## config.mk

```make
export PLATFORM = sky130hd
export DESIGN_NAME = hz_unit
export DESIGN_NICKNAME = d
export VERILOG_FILES = /design/src/rtl/hz_pkg.sv /design/src/rtl/hz_operand_fwd.sv /design/src/rtl/hz_load_use.sv /design/src/rtl/hz_store_bypass.sv /design/src/rtl/hz_unit.sv
export SDC_FILE = /design/constraint.sdc
export NUM_CORES = 1
export LEC_CHECK = 0
export BUFFER_PORTS_ARGS = -buffer_cell sky130_fd_sc_hd__buf_2
export CAP_MARGIN = 20
export CORE_AREA = 3 3 45 47
export DETAILED_ROUTE_END_ITERATION = 10
export DIE_AREA = 0 0 48 50
export PLACE_DENSITY = 0.68
export SLEW_MARGIN = 30
export SYNTH_ARGS = -nofsm -noshare
export SYNTH_HDL_FRONTEND = slang
export SYNTH_SLANG_ARGS = --single-unit
```

## constraint.sdc

```tcl
create_clock -name clk -period 2.48 [get_ports clk]
set_input_delay 0.372 -clock clk [delete_from_list [all_inputs] [get_ports clk]]
set_output_delay 0.372 -clock clk [all_outputs]
set_load 0.005 [all_outputs]
```

## src/rtl/hz_pkg.sv

```systemverilog
// Shared types of the hazard and forwarding control.
// Assumes operand selects are decoded by datapath muxes outside this block.
package hz_pkg;

    // Operand source select: register file, writeback value, memory-stage ALU result.
    typedef enum logic [1:0] {
        FWD_RF  = 2'd0,
        FWD_WB  = 2'd1,
        FWD_MEM = 2'd2
    } fwd_sel_e;

endpackage

```

## src/rtl/hz_operand_fwd.sv

```systemverilog
// Source select for one execute-stage operand.
// Compares the operand register with the memory-stage and writeback-stage
// destinations. The memory-stage result is only offered when that instruction
// is not a load, because a load's word does not exist before the memory read.
// Assumes register 0 is hard-wired zero.
module hz_operand_fwd
    import hz_pkg::*;
#(
    parameter int REG_W = 5
) (
    input  logic [REG_W-1:0] src_reg,
    input  logic [REG_W-1:0] mem_rd,
    input  logic             mem_regwrite,
    input  logic             mem_memread,
    input  logic [REG_W-1:0] wb_rd,
    input  logic             wb_regwrite,
    output fwd_sel_e         sel
);

    logic mem_hit;
    logic wb_hit;

    // Pick the newest available producer of src_reg.
    always_comb begin : pick_source
        mem_hit = mem_regwrite && !mem_memread && (mem_rd != '0) && (mem_rd == src_reg);
        wb_hit  = wb_regwrite && (wb_rd != '0) && (wb_rd == src_reg);
        if (mem_hit) begin
            sel = FWD_MEM;
        end else if (wb_hit) begin
            sel = FWD_WB;
        end else begin
            sel = FWD_RF;
        end
    end

endmodule

```

## src/rtl/hz_load_use.sv

```systemverilog
// Load-use stall detection between decode and execute.
// A store's data register (rs2) is excluded: that case is served by the
// memory-stage bypass. A store's base register (rs1) still needs the ALU,
// so it stalls like any other operand.
// Assumes the use flags are clear for fields an instruction does not read.
module hz_load_use #(
    parameter int REG_W = 5
) (
    input  logic [REG_W-1:0] id_rs1,
    input  logic [REG_W-1:0] id_rs2,
    input  logic             id_use_rs1,
    input  logic             id_use_rs2,
    input  logic             id_is_store,
    input  logic [REG_W-1:0] ex_rd,
    input  logic             ex_regwrite,
    input  logic             ex_memread,
    output logic             stall
);

    logic load_live;
    logic hit_rs1;
    logic hit_rs2;

    // Decide whether the decode instruction must wait one cycle for the load.
    always_comb begin : detect
        load_live = ex_memread && ex_regwrite && (ex_rd != '0);
        hit_rs1   = id_use_rs1 && (id_rs1 == ex_rd);
        hit_rs2   = id_use_rs2 && !id_is_store && (id_rs2 == ex_rd);
        stall     = load_live && (hit_rs1 || hit_rs2);
    end

endmodule

```

## src/rtl/hz_store_bypass.sv

```systemverilog
// Registered memory-to-memory store-data select.
// While a store sits in execute and a load sits in memory, the match is
// known one cycle early. Every instruction in execute moves on to memory at
// the next edge (bubbles only enter execute), so the registered flag lines up
// with the store in memory and the load in writeback.
// Assumes a synchronous active-low reset.
module hz_store_bypass #(
    parameter int REG_W = 5
) (
    input  logic             clk,
    input  logic             rst_n,
    input  logic [REG_W-1:0] ex_rs2,
    input  logic             ex_memwrite,
    input  logic [REG_W-1:0] mem_rd,
    input  logic             mem_regwrite,
    input  logic             mem_memread,
    output logic             sel
);

    logic sel_next;

    // Store in execute whose data register is the destination of the load ahead.
    always_comb begin : predict
        sel_next = ex_memwrite && mem_memread && mem_regwrite &&
                   (mem_rd != '0) && (mem_rd == ex_rs2);
    end

    // Capture the prediction as the store advances into memory.
    always_ff @(posedge clk) begin : capture
        if (!rst_n) begin
            sel <= 1'b0;
        end else begin
            sel <= sel_next;
        end
    end

endmodule

```

## src/rtl/hz_unit.sv

```systemverilog
// Hazard and forwarding control for a five-stage in-order pipeline.
// Produces the two ALU operand selects, the memory store-data select and the
// freeze/bubble controls. Purely control: no data passes through it.
// Assumes the pipeline registers hand over their fields unchanged each cycle.
module hz_unit
    import hz_pkg::*;
#(
    parameter int REG_W = 5
) (
    input  logic             clk,
    input  logic             rst_n,
    input  logic [REG_W-1:0] id_rs1,
    input  logic [REG_W-1:0] id_rs2,
    input  logic             id_use_rs1,
    input  logic             id_use_rs2,
    input  logic             id_is_store,
    input  logic [REG_W-1:0] ex_rs1,
    input  logic [REG_W-1:0] ex_rs2,
    input  logic [REG_W-1:0] ex_rd,
    input  logic             ex_regwrite,
    input  logic             ex_memread,
    input  logic             ex_memwrite,
    input  logic [REG_W-1:0] mem_rd,
    input  logic             mem_regwrite,
    input  logic             mem_memread,
    input  logic [REG_W-1:0] wb_rd,
    input  logic             wb_regwrite,
    output logic [1:0]       fwd_a,
    output logic [1:0]       fwd_b,
    output logic             st_data_sel,
    output logic             pc_hold,
    output logic             ifid_hold,
    output logic             idex_bubble
);

    localparam int NUM_OPS = 2;

    logic [REG_W-1:0] op_src [NUM_OPS];
    fwd_sel_e         op_sel [NUM_OPS];
    logic             stall;

    assign op_src[0] = ex_rs1;
    assign op_src[1] = ex_rs2;

    // One select unit per execute operand.
    generate
        for (genvar g = 0; g < NUM_OPS; g++) begin : g_op
            hz_operand_fwd #(.REG_W(REG_W)) u_fwd (
                .src_reg      (op_src[g]),
                .mem_rd       (mem_rd),
                .mem_regwrite (mem_regwrite),
                .mem_memread  (mem_memread),
                .wb_rd        (wb_rd),
                .wb_regwrite  (wb_regwrite),
                .sel          (op_sel[g])
            );
        end
    endgenerate

    hz_load_use #(.REG_W(REG_W)) u_load_use (
        .id_rs1      (id_rs1),
        .id_rs2      (id_rs2),
        .id_use_rs1  (id_use_rs1),
        .id_use_rs2  (id_use_rs2),
        .id_is_store (id_is_store),
        .ex_rd       (ex_rd),
        .ex_regwrite (ex_regwrite),
        .ex_memread  (ex_memread),
        .stall       (stall)
    );

    hz_store_bypass #(.REG_W(REG_W)) u_st_byp (
        .clk          (clk),
        .rst_n        (rst_n),
        .ex_rs2       (ex_rs2),
        .ex_memwrite  (ex_memwrite),
        .mem_rd       (mem_rd),
        .mem_regwrite (mem_regwrite),
        .mem_memread  (mem_memread),
        .sel          (st_data_sel)
    );

    // Present the selects and fan the stall out to its three consumers.
    always_comb begin : drive_outputs
        fwd_a       = op_sel[0];
        fwd_b       = op_sel[1];
        pc_hold     = stall;
        ifid_hold   = stall;
        idex_bubble = stall;
    end

endmodule

```

# ---- After elaboration in Yosys (flattened, before gate mapping)
# Cells that the tools add are included.
# W data, S select, Z words.
dict set report word_totals {
  reg_bits 1
  in_bits 46
  out_inout_bits 8
  word_cells 34
}
dict set report classes {
  eq_ne 6
  n_mux 4
  n_reduce_logical 23
}
# operator n
set op_table {}
lappend op_table {{$eq A5 B5 Y1} 6}
lappend op_table {{$logic_and A1 B1 Y1} 17}
lappend op_table {{$reduce_bool A5 Y1} 3}
lappend op_table {{$mux W2} 2}
lappend op_table {{$logic_not A1 Y1} 2}
lappend op_table {{$mux W1} 2}
lappend op_table {{$logic_or A1 B1 Y1} 1}

# ---- Longest topological paths before layout
dict set report logic_depth {
  depth_word 5
  depth_mapped 5
  mapped_depth_nobuf 4
}

# ---- Hierarchy
# From an unflattened synthesis, not the netlist that was laid out.
dict set report unflattened {
  hier_cells 74
  area_unflattened_um2 584.3
}
# mod n_inst cells_each area_per_inst_um2
set modules_own_cells {}
lappend modules_own_cells {hz_operand_fwd 2 22 168.9}
lappend modules_own_cells {hz_load_use 1 17 138.9}
lappend modules_own_cells {hz_store_bypass 1 11 92.6}
lappend modules_own_cells {hz_unit 1 2 15.0}

# ---- Least setup slack after synthesis
# Ideal clock, no wire load.
dict set report synth_path {
  path_type {input port to output port}
  startpoint {in mem_rd[1]}
  endpoint {out fwd_b[0]}
  arrival_time_ns 1.392
  path_slack_ns 0.716
  stages 4
  n_path_buf 0
  path_cell_list {or4_4 > o21ai_2 > nor4_1 > nor4_2}
}
dict set report synth_between {
  elab_chain_len 4
  elab_cells_between_ends 5
  classes_between {1 x eq/ne; 1 x mux; 3 x reduce/logical}
}
# item line
set synth_rtl {}
lappend synth_rtl {{start, declared} hz_unit.sv:23} ;# input logic [REG_W-1:0] mem_rd,
lappend synth_rtl {{$reduce_bool A5 Y1} hz_operand_fwd.sv:25} ;# mem_hit = mem_regwrite && !mem_memread && (mem_rd != '0) && (mem_rd == src_reg);
lappend synth_rtl {{$logic_and A1 B1 Y1} hz_operand_fwd.sv:25}
lappend synth_rtl {{$logic_and A1 B1 Y1 *} hz_operand_fwd.sv:25}
lappend synth_rtl {{via g_op[1].u_fwd.mem_hit} hz_operand_fwd.sv:20} ;# logic mem_hit;
lappend synth_rtl {{$mux W2 *} hz_operand_fwd.sv:27} ;# if (mem_hit) begin
lappend synth_rtl {{end, declared} hz_unit.sv:29} ;# output logic [1:0] fwd_b,
# Mark *: on every way through the listed nets, which the timed path passes. The rest lies on a longest branch.

# ---- Worst setup path after layout
dict set report layout_path {
  startpoint {in mem_rd[1]}
  endpoint {out fwd_b[0]}
}
dict set report layout_between {
  elab_chain_len 4
  elab_cells_between_ends 5
  classes_between {1 x eq/ne; 1 x mux; 3 x reduce/logical}
}
# item line
set layout_rtl {}
lappend layout_rtl {{$reduce_bool A5 Y1} hz_operand_fwd.sv:25}
lappend layout_rtl {{$logic_and A1 B1 Y1} hz_operand_fwd.sv:25}
lappend layout_rtl {{$logic_and A1 B1 Y1 *} hz_operand_fwd.sv:25}
lappend layout_rtl {{$mux W2 *} hz_operand_fwd.sv:27}
# Mark *: on every way between the ends. The rest lies on a longest branch, timed or not.

==> impl_metrics.csv <==
group,metric,value,unit
global_routing,wire_length_of_the_first_global_routing_pass,2173,um
pwr,power.density_cell_area,161.5,nW/um^2
yosys,synth_seq_area_share,4.167,%
pwr,clkPwrFrac,0,%
yosys,ys.warnings.count,0,
pwr,power.switching,0.04767,mW
finish,nets,155,
critical_path,crit_path_cell_chain,"buf_2, or4_4, o21ai_2, nor4_1, nor4_2, buf_2",
global_routing,pin_count_of_the_biggest_net_entering_global_routing,5,
global_routing,globalRouteTotalUtil,11.92,%
drt,routed_via_density,4.847,
critical_path,crit_path_top_delay_cell,"or4_4",
timing,post-route-min-period,2.061,ns
clock_network,post_cts_resized,0,
finish,largest_reg_flops,1,
floorplanning,top_level_ports,54,
yosys,post_synth_edffs,0,
yosys,synthesis.nets,104,
drt,routedWlPerCell,12.00,um
pwr,vdd.ir_drop.worst,55.54,uV
clock_network,ctsHoldBuffers,0,
drt,dr_total_vias,601,
run,max_cap_viol_count,0,
critical_path,crit_path_max_incr_delay,0.54,ns
finish,finalInstanceArea,737.0,um^2
yosys,synth.area.top_cells,"xor2_1, xnor2_1, nor4_1",
finish,layout_cell_share_with_drive_strength_beyond_1,53.27,%
floorplanning,core_area,1689,um^2
yosys,synth_commonest_cells,"xor2_1, xnor2_1, nor4_1, buf_4, or4_1",
yosys,postSynthRegisterBits,1,
finish,area_growth,53.39,%
finish,largest_registers,"u_st_byp.sel (1)",
drt,routed_wirelength,1488,um
placement,place.detailed.hpwl,1426,um
pwr,intPower,0.07137,mW
critical_path,startpoint_type,"input port",
placement,finalWeightedCongestion,0.8239,
timing,setup_viol_count_final,0,
placement,placedInstanceArea,737.0,um^2
critical_path,worst-setup-path-type,"input port to primary output",
critical_path,worstPathMaxFanout,3,
yosys,ys_dominant_reg_cell,"dfxtp_1",
floorplanning,initial_utilization,28.44,%
clock_network,path_clk_slew,0,ns
finish,insertedDiodeCount,0,
timing,grt_setup_unrepaired,"no",
pwr,power.leakage,0.3634,nW
drt,residual_drc_count,0,
timing,worst-slew-pin-transition,0.4675,ns
yosys,synth_async_sr_flop_share,0,%
placement,numPortBuffers,53,
floorplanning,die-height,50,um
critical_path,critPathMostFrequentCell,"buf_2",
drt,drtPass1Iterations,2,
yosys,synth.most_common_cell,"xor2_1",
finish,largest_register,"u_st_byp.sel",
critical_path,critical_path_required,2.11,ns
yosys,synth_area,480.5,um^2
floorplanning,num_rows,15,
timing,timing.slew.headroom,68.55,%
global_routing,grt_antenna_before_repair,0,
placement,placedCellCount,124,
min_path,holdCritPathClass,"input port to flop",
finish,finish.cell_count_without_fillers,124,
pwr,design_power_total,0.1190,mW
yosys,post-synth-top-area-fraction,40.10,%
drt,final_antenna_net_count,0,
floorplanning,die_area,2400,um^2
pwr,power.sequential.fraction,13.8,%
timing,final_hold_viol_count,0,
critical_path,crit_path_capture_type,"primary output",
timing,finalMaxSlewViolations,0,
pwr,combinationalPowerShare,86.2,%
status,outcome,"complete, no violations",
yosys,yosysUniqueCellTypes,17,
pwr,power.share.switching,40.05,%
critical_path,timing.critical_path.arrival,1.69,ns
global_routing,grt_pass1_vias,577,
timing,layout_worst_path_cycle_share,83.10,%
floorplanning,die_w,48,um
yosys,synth_area_leader_cell,"xor2_1",
global_routing,grt_remaining_overflow,0,
timing,tns,0,ns
timing,max_freq,485.2,MHz
clock_network,post_cts_buffers,0,
drt,violation_count_after_the_first_detailed_route_iteration,3,
yosys,syn_area_per_cell,8.284,um^2
yosys,synthCells,58,
through the flow:
stage,utilization [%],hold WS [ns],worst slack (ns)
after global placement,43.63,0.7479,0.4577
after detailed placement,43.63,0.7454,0.4075
after CTS,43.63,0.7441,0.4027
final,43.63,0.7437,0.4191
after floorplan,-,0.5808,0.7155
after global routing,43.63,0.7716,0.3078
cell type report:
class                      instances  area, um^2
fill                             174       952.2
multi-input combinational         53       430.4
timing repair buffer              53       265.3
tap                               17       21.27
sequential                         1       20.02
worst max-delay path: cells and delay by family:
family / cells / cell delay, ns
compound gates: 1 / 0.15
simple gates: 3 / 0.90
buf+inv: 2 / 0.27
logic make-up (layout without fill, tap and decap cells):
family / Yosys count / count (layout) / synth area share, %
AO/OA/AOI/OAI: 5 / 5 / 6.508
XOR/XNOR: 30 / 30 / 54.69
buffers and inverters: 4 / 53 / 6.250
flip-flops: 1 / 1 / 4.167
AND/OR/NAND/NOR: 18 / 18 / 28.39
placed cells by master, fill, tap and decap left out, drive strengths merged, types with 3 or more instances in the layout:
| master | synthesis | routed |
|---|---|---|
| nor4 | 7 | 7 |
| xor2 | 22 | 22 |
| buf | 4 | 53 |
| xnor2 | 8 | 8 |
| o21ai | 3 | 3 |
| nand3 | 3 | 3 |
| or4 | 5 | 5 |
routing by layer:
layer	GRT usage [%]	vias up	part of all wire (%)
met1	10.54	252	34
met3	3.650	2	14
met2	24.23	42	51
li1	-	305	-
met4	1.794	0	1.4
met5	0	-	0
power groups by stage:
| stage | clock network [mW] | registers [mW] | logic, mW |
|---|---|---|---|
| finish | 0 | 0.0165 | 0.103 |
| global route | 0 | 0.0165 | 0.113 |
| CTS | 0 | 0.0165 | 0.104 |
| detailed placement | 0 | 0.0165 | 0.104 |
| global placement | 0 | 0.0165 | 0.102 |
| floorplan | 0 | 0.0165 | 0.0456 |
path summary, 6_finish.rpt:
check,start,end,slack [ns],cells past startpoint
setup / recovery,mem_rd[1],fwd_b[0],0.42,6
hold / removal,ex_rs2[4],u_st_byp.sel,0.74,4
Note: power is estimated with default switching activity, not from simulation.
